<file path="config.mk">
export PLATFORM = sky130hd
export DESIGN_NAME = pdm_stereo_decim
export DESIGN_NICKNAME = d
export VERILOG_FILES = /design/src/rtl/pdm_pkg.sv /design/src/rtl/pdm_clkgen.sv /design/src/rtl/pdm_cic.sv /design/src/rtl/pdm_gain.sv /design/src/rtl/pdm_chan.sv /design/src/rtl/pdm_stereo_decim.sv
export SDC_FILE = /design/constraint.sdc
export NUM_CORES = 2
export LEC_CHECK = 0
export ABC_CLOCK_PERIOD_IN_PS = 11300
export BUFFER_PORTS_ARGS = -buffer_cell sky130_fd_sc_hd__clkbuf_2
export CORE_MARGIN = 4
export CORE_UTILIZATION = 35
export CTS_CLUSTER_SIZE = 10
export DETAILED_ROUTE_END_ITERATION = 8
export PLACE_DENSITY = 0.51
export SYNTH_ARGS = -nofsm -noshare
export SYNTH_HDL_FRONTEND = slang
export SYNTH_SLANG_ARGS = --single-unit
</file>
<file path="constraint.sdc">
create_clock -name clk -period 11.3 [get_ports clk]
set_input_delay 0.565 -clock clk [delete_from_list [all_inputs] [get_ports clk]]
set_output_delay 0.565 -clock clk [all_outputs]
set_load 0.02 [all_outputs]
</file>
<file path="src/rtl/pdm_pkg.sv">
// Shared widths and codes for the stereo PDM decimator.
// Assumes: PCM width 16, gain with 10 fractional bits.
package pdm_pkg;
    localparam int PCM_W     = 16;
    localparam int GAIN_W    = 14;
    localparam int GAIN_FRAC = 10;
    localparam int NUM_CH    = 2;   // index 0 = left, 1 = right

    typedef enum logic [1:0] {
        RATE_15K6 = 2'd0,
        RATE_16K  = 2'd1,
        RATE_ALT  = 2'd2,
        RATE_8K   = 2'd3
    } rate_e;
endpackage

</file>
<file path="src/rtl/pdm_clkgen.sv">
// Divides the system clock into the microphone clock and captures the
// shared data line on each of its edges.
// Assumes: every half period is at least 2 system cycles, so the
// strobes of two consecutive edges never touch.
module pdm_clkgen #(
    parameter int HALF_R0 = 32,
    parameter int HALF_R1 = 31,
    parameter int HALF_R3 = 63
) (
    input  logic       clk,
    input  logic       rst_n,
    input  logic       run,
    input  logic [1:0] rate_sel,
    input  logic       din,
    output logic       pclk,
    output logic       rise_stb,
    output logic       rise_bit,
    output logic       fall_stb,
    output logic       fall_bit
);
    import pdm_pkg::*;

    localparam int HMAX = (HALF_R0 > HALF_R1) ? ((HALF_R0 > HALF_R3) ? HALF_R0 : HALF_R3)
                                              : ((HALF_R1 > HALF_R3) ? HALF_R1 : HALF_R3);
    localparam int CW   = $clog2(HMAX + 1);

    logic [CW-1:0] cnt;
    logic [CW-1:0] half_m1;

    // Select the terminal count of the half-period counter.
    always_comb begin
        case (rate_e'(rate_sel))
            RATE_15K6: half_m1 = CW'(HALF_R0 - 1);
            RATE_8K:   half_m1 = CW'(HALF_R3 - 1);
            default:   half_m1 = CW'(HALF_R1 - 1);
        endcase
    end

    // Toggle the clock each half period and latch the bit at each edge.
    always_ff @(posedge clk) begin
        if (!rst_n || !run) begin
            cnt      <= '0;
            pclk     <= 1'b0;
            rise_stb <= 1'b0;
            fall_stb <= 1'b0;
            rise_bit <= 1'b0;
            fall_bit <= 1'b0;
        end else begin
            rise_stb <= 1'b0;
            fall_stb <= 1'b0;
            if (cnt >= half_m1) begin
                cnt  <= '0;
                pclk <= ~pclk;
                if (!pclk) begin
                    rise_stb <= 1'b1;
                    rise_bit <= din;
                end else begin
                    fall_stb <= 1'b1;
                    fall_bit <= din;
                end
            end else begin
                cnt <= cnt + 1'b1;
            end
        end
    end
endmodule

</file>
<file path="src/rtl/pdm_cic.sv">
// Cascaded integrator-comb decimator for a 1-bit stream mapped to +/-1.
// Output is scaled to PCM_W signed bits and clipped at the top of range.
// Assumes: in_stb pulses are at least 3 cycles apart.
module pdm_cic #(
    parameter int ORDER    = 4,
    parameter int DEC_LOG2 = 6
) (
    input  logic                              clk,
    input  logic                              rst_n,
    input  logic                              in_stb,
    input  logic                              in_bit,
    output logic                              out_stb,
    output logic signed [pdm_pkg::PCM_W-1:0]  out_data
);
    import pdm_pkg::*;

    localparam int W     = ORDER * DEC_LOG2 + 2;
    localparam int SHIFT = ORDER * DEC_LOG2 - (PCM_W - 1);
    localparam logic signed [W-1:0] MAXV = W'((1 << (PCM_W - 1)) - 1);
    localparam logic signed [W-1:0] MINV = -MAXV - W'(1);

    logic signed [W-1:0] integ [ORDER];
    logic signed [W-1:0] dly   [ORDER];
    logic signed [W-1:0] comb_v [ORDER+1];
    logic signed [W-1:0] step;
    logic signed [W-1:0] scaled;
    logic [DEC_LOG2-1:0] dec_cnt;
    logic                dump;

    assign step = in_bit ? W'(1) : {W{1'b1}};

    // Comb chain evaluated from the last integrator and stored delays.
    always_comb begin
        comb_v[0] = integ[ORDER-1];
        for (int k = 0; k < ORDER; k++) begin
            comb_v[k+1] = comb_v[k] - dly[k];
        end
        scaled = comb_v[ORDER] >>> SHIFT;
    end

    // Integrate each input bit and flag every 2**DEC_LOG2-th one.
    always_ff @(posedge clk) begin
        if (!rst_n) begin
            for (int k = 0; k < ORDER; k++) integ[k] <= '0;
            dec_cnt <= '0;
            dump    <= 1'b0;
        end else begin
            dump <= 1'b0;
            if (in_stb) begin
                integ[0] <= integ[0] + step;
                for (int k = 1; k < ORDER; k++) integ[k] <= integ[k] + integ[k-1];
                dec_cnt <= dec_cnt + 1'b1;
                if (dec_cnt == '1) dump <= 1'b1;
            end
        end
    end

    // Run the combs at the decimated rate and clip the scaled result.
    always_ff @(posedge clk) begin
        if (!rst_n) begin
            for (int k = 0; k < ORDER; k++) dly[k] <= '0;
            out_stb  <= 1'b0;
            out_data <= '0;
        end else begin
            out_stb <= dump;
            if (dump) begin
                for (int k = 0; k < ORDER; k++) dly[k] <= comb_v[k];
                if (scaled > MAXV)      out_data <= MAXV[PCM_W-1:0];
                else if (scaled < MINV) out_data <= MINV[PCM_W-1:0];
                else                    out_data <= scaled[PCM_W-1:0];
            end
        end
    end
endmodule

</file>
<file path="src/rtl/pdm_gain.sv">
// Multiplies a PCM sample by an unsigned fixed-point gain, floors the
// fraction away and clips to the signed PCM range. One cycle latency.
// Drops the first SKIP_OUT samples after each start.
module pdm_gain #(
    parameter int SKIP_OUT = 4
) (
    input  logic                                clk,
    input  logic                                rst_n,
    input  logic                                en,
    input  logic                                in_stb,
    input  logic signed [pdm_pkg::PCM_W-1:0]    in_data,
    input  logic [pdm_pkg::GAIN_W-1:0]          gain,
    output logic signed [pdm_pkg::PCM_W-1:0]    pcm,
    output logic                                valid
);
    import pdm_pkg::*;

    localparam int PW = PCM_W + GAIN_W + 1;
    localparam int SW = $clog2(SKIP_OUT + 1);
    localparam logic signed [PW-1:0] MAXV = PW'((1 << (PCM_W - 1)) - 1);
    localparam logic signed [PW-1:0] MINV = -MAXV - PW'(1);

    logic signed [PW-1:0] prod;
    logic signed [PW-1:0] shifted;
    logic [SW-1:0]        skip_cnt;

    // Signed product and arithmetic shift by the fraction width.
    always_comb begin
        prod    = PW'(in_data) * PW'($signed({1'b0, gain}));
        shifted = prod >>> GAIN_FRAC;
    end

    // Drop start-up samples, then publish clipped samples with a strobe.
    always_ff @(posedge clk) begin
        if (!rst_n) begin
            skip_cnt <= '0;
            pcm      <= '0;
            valid    <= 1'b0;
        end else begin
            valid <= 1'b0;
            if (!en) begin
                skip_cnt <= '0;
            end else if (in_stb) begin
                if (skip_cnt != SW'(SKIP_OUT)) begin
                    skip_cnt <= skip_cnt + 1'b1;
                end else begin
                    valid <= 1'b1;
                    if (shifted > MAXV)      pcm <= MAXV[PCM_W-1:0];
                    else if (shifted < MINV) pcm <= MINV[PCM_W-1:0];
                    else                     pcm <= shifted[PCM_W-1:0];
                end
            end
        end
    end
endmodule

</file>
<file path="src/rtl/pdm_chan.sv">
// One audio channel: decimation filter followed by the gain stage.
// The channel soft reset clears all of its state.
module pdm_chan #(
    parameter int ORDER    = 4,
    parameter int DEC_LOG2 = 6,
    parameter int SKIP_OUT = 4
) (
    input  logic                              clk,
    input  logic                              rst_n,
    input  logic                              srst_n,
    input  logic                              en,
    input  logic                              bit_stb,
    input  logic                              bit_val,
    input  logic [pdm_pkg::GAIN_W-1:0]        gain,
    output logic signed [pdm_pkg::PCM_W-1:0]  pcm,
    output logic                              valid
);
    import pdm_pkg::*;

    logic                    ch_rst_n;
    logic                    cic_stb;
    logic signed [PCM_W-1:0] cic_data;

    assign ch_rst_n = rst_n & srst_n;

    pdm_cic #(.ORDER(ORDER), .DEC_LOG2(DEC_LOG2)) u_cic (
        .clk      (clk),
        .rst_n    (ch_rst_n),
        .in_stb   (bit_stb & en),
        .in_bit   (bit_val),
        .out_stb  (cic_stb),
        .out_data (cic_data)
    );

    pdm_gain #(.SKIP_OUT(SKIP_OUT)) u_gain (
        .clk     (clk),
        .rst_n   (ch_rst_n),
        .en      (en),
        .in_stb  (cic_stb),
        .in_data (cic_data),
        .gain    (gain),
        .pcm     (pcm),
        .valid   (valid)
    );
endmodule

</file>
<file path="src/rtl/pdm_stereo_decim.sv">
// Top level: one clock generator feeding two channel pipelines.
// The defaults suit a 64 MHz system clock, rounded to whole cycles.
module pdm_stereo_decim #(
    parameter int HALF_R0  = 32,
    parameter int HALF_R1  = 31,
    parameter int HALF_R3  = 63,
    parameter int ORDER    = 4,
    parameter int DEC_LOG2 = 6,
    parameter int SKIP_OUT = 4
) (
    input  logic        clk,
    input  logic        rst_n,
    input  logic        clk_en,
    input  logic [1:0]  rate_sel,
    input  logic        pdm_din,
    output logic        pdm_clk,
    input  logic        l_srst_n,
    input  logic        l_en,
    input  logic [13:0] l_gain,
    input  logic        r_srst_n,
    input  logic        r_en,
    input  logic [13:0] r_gain,
    output logic [15:0] l_pcm,
    output logic        l_valid,
    output logic [15:0] r_pcm,
    output logic        r_valid
);
    import pdm_pkg::*;

    logic [NUM_CH-1:0]              srst_v, en_v, stb_v, bit_v, valid_v;
    logic [NUM_CH-1:0][GAIN_W-1:0]  gain_v;
    logic [NUM_CH-1:0][PCM_W-1:0]   pcm_v;
    logic                           run;
    logic                           rise_stb, rise_bit, fall_stb, fall_bit;

    assign srst_v = {r_srst_n, l_srst_n};
    assign en_v   = {r_en, l_en};
    assign gain_v = {r_gain, l_gain};
    assign stb_v  = {fall_stb, rise_stb};
    assign bit_v  = {fall_bit, rise_bit};
    assign run    = clk_en & |(srst_v & en_v);

    pdm_clkgen #(.HALF_R0(HALF_R0), .HALF_R1(HALF_R1), .HALF_R3(HALF_R3)) u_clkgen (
        .clk      (clk),
        .rst_n    (rst_n),
        .run      (run),
        .rate_sel (rate_sel),
        .din      (pdm_din),
        .pclk     (pdm_clk),
        .rise_stb (rise_stb),
        .rise_bit (rise_bit),
        .fall_stb (fall_stb),
        .fall_bit (fall_bit)
    );

    for (genvar ch = 0; ch < NUM_CH; ch++) begin : g_ch
        logic signed [PCM_W-1:0] ch_pcm;
        pdm_chan #(.ORDER(ORDER), .DEC_LOG2(DEC_LOG2), .SKIP_OUT(SKIP_OUT)) u_chan (
            .clk     (clk),
            .rst_n   (rst_n),
            .srst_n  (srst_v[ch]),
            .en      (en_v[ch]),
            .bit_stb (stb_v[ch]),
            .bit_val (bit_v[ch]),
            .gain    (gain_v[ch]),
            .pcm     (ch_pcm),
            .valid   (valid_v[ch])
        );
        assign pcm_v[ch] = ch_pcm;
    end

    assign l_pcm   = pcm_v[0];
    assign r_pcm   = pcm_v[1];
    assign l_valid = valid_v[0];
    assign r_valid = valid_v[1];
endmodule

</file>
---- Word level (Yosys, flattened, before mapping) ----
Memory sizes are Yosys's and may differ from the RTL's.
Index checks and enable logic that the tools add are counted.
storage, ports and cells
  flip-flop bits (word level) ............. 99
  RAM bits ................................ 416
  bits of input ports ..................... 38
  output and inout port bits .............. 35
  word-level logic and storage cells ...... 153
  memories kept ........................... 4
operators by class
  $add $sub $neg .......................... 21
  multipliers ............................. 2
  $lt $le $gt $ge ......................... 9
  eq/ne operators ......................... 5
  multiplexer cells ....................... 47
  bitwise logic cells ..................... 26
  reduce and logical (&&, ||, !) cells .... 19
memories
  memory                      depth  width  rd ports  clocked after memory_dff  write ports  RTL line       source
  g_ch[0].u_chan.u_cic.dly    4      26     4         0                         4            pdm_cic.sv:23  logic signed [W-1:0] dly [ORDER];
  g_ch[0].u_chan.u_cic.integ  4      26     4         0                         4            pdm_cic.sv:22  logic signed [W-1:0] integ [ORDER];
  g_ch[1].u_chan.u_cic.dly    4      26     4         0                         4            pdm_cic.sv:23
  g_ch[1].u_chan.u_cic.integ  4      26     4         0                         4            pdm_cic.sv:22
operator list
  operator              count
  $mux 26               18
  $add 26x26->26        8
  $sub 26x26->26        8
  $mux 16               8
  $mul 16x15->31        2
  $gt 21x16->1 const B  2
  $lt 21x16->1 const B  2
  $gt 17x16->1 const B  2
  $lt 17x16->1 const B  2
  $mux 1                20
  $add 6x1->6 const B   3
  $or 1x1->1            16
  $reduce_and 2->1      8
  $eq 6x6->1 const B    2
  $pmux 6 s2            1
  $reduce_and 3->1      4
  $add 3x1->3 const B   2
  $ge 6x6->1            1
  $ne 3x3->1 const B    2
  $reduce_or 2->1       3
  $and 1x1->1           5
  $not 1->1             4
  $and 2x2->2           1
  $eq 2x2->1 const B    1
  other kinds (3)       4

---- Logic depth before layout (Yosys ltp) ----
  word-level depth ........................ 7
  depth in mapped cells ................... 43
  depth with buffers taken out ............ 43

---- Cells and area by module ----
From an unflattened synthesis, not the netlist that was laid out.
unflattened totals
  cell total of the unflattened synthesis .. 5740
  area, all modules ....................... 53775.3 µm²
by module, submodules not included
  module                            instances  cells an instance  area an instance (µm²)  sequential area each (µm²)
  pdm_cic (g_ch[1].u_chan.u_cic)    1          1811               17311.6                 6726.5
  pdm_cic (g_ch[0].u_chan.u_cic)    1          1803               17301.6                 6726.5
  pdm_gain (g_ch[1].u_chan.u_gain)  1          1032               9320.2                  400.4
  pdm_gain (g_ch[0].u_chan.u_gain)  1          1033               9298.9                  400.4
  pdm_clkgen                        1          55                 504.2                   220.2
  pdm_chan                          2          2                  12.5                    0.0
  pdm_stereo_decim                  1          2                  13.8                    0.0

---- Worst setup path after synthesis ----
No wires, ideal clock.
  kind .................................... register -> register
  start ................................... memory g_ch[0].u_chan.u_cic.integ[3][0] in the netlist's numbering
  end ..................................... register g_ch[0].u_chan.u_cic.out_data[12] in the netlist's numbering
  library setup time ...................... 0.122 ns
  arrival ................................. 7.456 ns
  data required time ...................... 11.178 ns
  path slack .............................. 3.722 ns
  cell stages (with the launch flop) ...... 41
  path buffers ............................ 0
  period minus slack after synthesis ...... 7.578 ns
  cells stage by stage .................... edfxtp_1 inv_1 ha_1 fa_1 nor2b_1 o21ai_0 a21boi_0 o21ai_0 a21boi_0 o21ai_0 a21o_1 a21oi_1 o21ai_0 nand2b_1 xor2_1 ha_1 and3_1 and2_1 [... 5 more ...] o21ba_2 xnor2_1 ha_1 and3_1 a21oi_1 o21ai_0 o41ai_1 xnor2_1 ha_1 and3_1 a31oi_1 o22ai_1 nor2_1 o21bai_1 xor2_1 xnor2_2 a21oi_2 a221o_1
RTL lines
  element                 RTL line       source
  start: declaration      pdm_cic.sv:22
  end signal: assignment  pdm_cic.sv:68  if (scaled > MAXV) out_data <= MAXV[PCM_W-1:0];
  end signal: assignment  pdm_cic.sv:69  else if (scaled < MINV) out_data <= MINV[PCM_W-1:0];
  end signal: assignment  pdm_cic.sv:70  else out_data <= scaled[PCM_W-1:0];
  end: declaration        pdm_cic.sv:13  output logic signed [pdm_pkg::PCM_W-1:0] out_data

==> reports/summary.txt <==
Row cnt - 141
Setup ws final - 2.633 ns
Initial drt markers - 1461
Least-Margin Pin Slew - 1.261 ns
Max-cap viol count - 0
Clock sinks - 515
Layout area overhead - 8.659%
Number of buffers created by CTS - 67
Routed wire length - 109.9 mm
Clk slew on worst S/H paths - 0.05 ns
CP Data Required Time - 11.86 ns
DRC - 0
Worst Skew - 0.02559 ns
Post-synthesis simple-gate area fraction - 15.67%
Relative slew slack - 15.92%
IO Pins - 73
WL/cell - 14.52 µm
HP Class - in2reg
Complex-gate fraction of the synthesized area - 12.55%
Final Max Slew Viols - 0
Status - completed
Clk buf depth - 3
Fin crit share - 76.70%
Post-Synth Adder-Cell Area - 30.34%
Most frequent cells in the layout - 842 x inv_1, 549 x ha_1, 448 x fa_1
Worst slack at placement - 2.625 ns
Lkg Pwr - 0.02559 µW
Final ANT Viol Nets - 0
Vias - 36530
GP Congestion - 0.7935
Final TNS setup - 0 ns
Hold Fails Final Rpt - 0
Fillcell total - 14850
Syn_area_per_cell - 9.413 µm²
Root Driver - clkbuf_16
Sequential area share after synthesis - 27.67%
Vias per cell - 4.827
GR Util All Layers - 14.49%
XOR/XNOR Fraction of Synth Area - 6.525%
Layout cells sized above 1 - 3.956%
Yosys reg bits - 515
Yosys warns - 0
Synth Instances - 5557
Max Freq - 0.1154 GHz
Commonest non-fill, non-tap cell in the layout - inv_1
Htree depth - 3
VDD IR max - 0.1621 mV
Synth cell types - 88
Area of the core - 148200 µm²
Post-Syn Area - 52310 µm²
Vias in the first global route - 37670
Die Width - 394.6 µm
Pwr dens - 138.7 nW/µm²
Critical path launch point type - register
First-pass GRT wire length - 189.1 mm
First-pass DRT Iterations - 5
Setup-failing EPs final - 0
Mux cell area share after synthesis - 0.2272%
CP Class - reg2reg
Primary FF master, synth - edfxtp_1
Worst Path Arrival - 9.22 ns
Detail Placement HPWL - 84.44 mm
Hold_buf cts - 0
WP buf/inv - 1
Die area - 155700 µm²
RSZ-0062 raised after global routing - no
CP dominant cell by count - o21ai_0
Antenna violations before repair - 2
Async SR Flop Fraction - 0%
Syn Nets - 6592
GRT overflow - 0
Largest net degree at the start of global routing - 92
Slowest cell on the critical path - o41ai_1
CTS tree - yes
Critical Path End Type - register
Clk Latency, worst-skew pair - 0.63 ns
Count of buffers from port buffering - 72
Delay-heaviest family, CP - compound AO/OA/AOI/OAI gates
Fin crit period - 8.667 ns
Initial core utilization - 35.30%
Worst-path maximum fanout - 10
EDFF count, synth - 416
Worst path max stage delay - 0.57 ns
Main combinational cell family by area after synthesis - adder cells
Post-CTS setup buffer count - 0
Post_cts resized - 0
Die Y - 394.6 µm
Final nets - 6624
==> report_power, final <==
group	internal, µW	switching [µW]	leakage, µW	total (µW)
combinational	1590	2090	0.0192	3680
clock	1210	841	0.00101	2050
sequential	2120	37.1	0.00538	2150
total	4920	2970	0.0256	7880
==> through the flow <==
stage | area [µm²] | utilization [%] | std cells | power, µW | hold WS, ns
floorplan | 52310 | - | 5557 | 5167 | 0.4297
global placement | 54770 | 36.96 | 7450 | 5862 | 0.4513
detailed placement | 54770 | 36.96 | 7450 | 5906 | 0.4549
CTS | 56830 | 38.35 | 7567 | 8027 | 0.1148
global route | 56840 | 38.35 | 7568 | 8578 | 0.1902
finish | 56840 | 38.35 | 7568 | 7884 | 0.1847
==> final timing paths <==
check / from / endpoint / slack (ns) / depth (start not counted)
setup / recovery: g_ch[0].u_chan.u_cic.integ[3][0]$_SDFFCE_PN0P_ / g_ch[0].u_chan.u_cic.out_data[3]$_SDFFE_PN0P_ / 2.63 / 40
hold / removal: pdm_din / u_clkgen.rise_bit$_SDFFE_PP0P_ / 0.18 / 3
setup reg to reg: g_ch[0].u_chan.u_cic.integ[3][0]$_SDFFCE_PN0P_ / g_ch[0].u_chan.u_cic.out_data[3]$_SDFFE_PN0P_ / 2.63 / 40
hold reg to reg: u_clkgen.cnt[0]$_SDFF_PP0_ / u_clkgen.cnt[0]$_SDFF_PP0_ / 0.46 / 1
==> sequential cells by signal, indices dropped and copies added, names as in the netlist, 2 cells and up <==
name / count
g_ch.u_chan.u_cic.dly: 208
g_ch.u_chan.u_cic.out_data: 32
u_clkgen.cnt: 6
g_ch.u_chan.u_cic.dec_cnt: 12
g_ch.u_chan.u_gain.pcm: 32
g_ch.u_chan.u_cic.integ: 208
g_ch.u_chan.u_gain.skip_cnt: 6
g_ch.u_chan.u_gain.valid: 2
g_ch.u_chan.u_cic.dump: 2
g_ch.u_chan.u_cic.out_stb: 2
==> synthesized netlist by cell type, types with 130 or more instances <==
| library cell | count | area [µm²] |
|---|---|---|
| ha_1 | 549 | 6869 |
| nor2_1 | 371 | 1393 |
| xor2_1 | 130 | 1139 |
| fa_1 | 448 | 8969 |
| o21ai_0 | 199 | 996.0 |
| nand2_1 | 409 | 1535 |
| edfxtp_1 | 416 | 12490 |
| a21o_1 | 136 | 1021 |
| xnor2_1 | 247 | 2163 |
| a21oi_1 | 346 | 1732 |
| inv_1 | 848 | 3183 |
| and2_1 | 446 | 2790 |
==> worst min-delay path, cell delays in order <==
cell and delay [ns]:
clkbuf_2 0.09, nand2_1 0.05, a21oi_1 0.05
==> routing by layer <==
layer  global-route usage (%)  vias to the layer above  share of wire (%)
li1                         -                    18650                  -
met1                    19.39                    17400                 48
met5                        0                        -                  0
met4                    4.385                        0                2.7
met3                    1.601                      134                2.4
met2                    24.68                      351                 47
==> layout make-up <==
class	count	area, µm²	area share [%]
inverters	848	3193	5.618
well taps	1930	2415	4.249
clock inverters	15	127.6	0.2245
diodes	1	2.502	0.004403
multi-input cells	4067	34190	60.15
clock buffers	102	1942	3.417
flip-flops and latches	515	14470	25.47
repair buffers	90	495.5	0.8717
==> cell families (layout without fill, tap and decap cells) <==
logic type,count (synthesis),count (layout)
compound gates,1031,1031
xor+xnor,383,383
fa+ha+maj,1000,1000
buf+inv,975,1055
flops,515,515
mux,11,11
other cells,0,1
simple gates,1642,1642
Power figures use the tool's default switching activity.
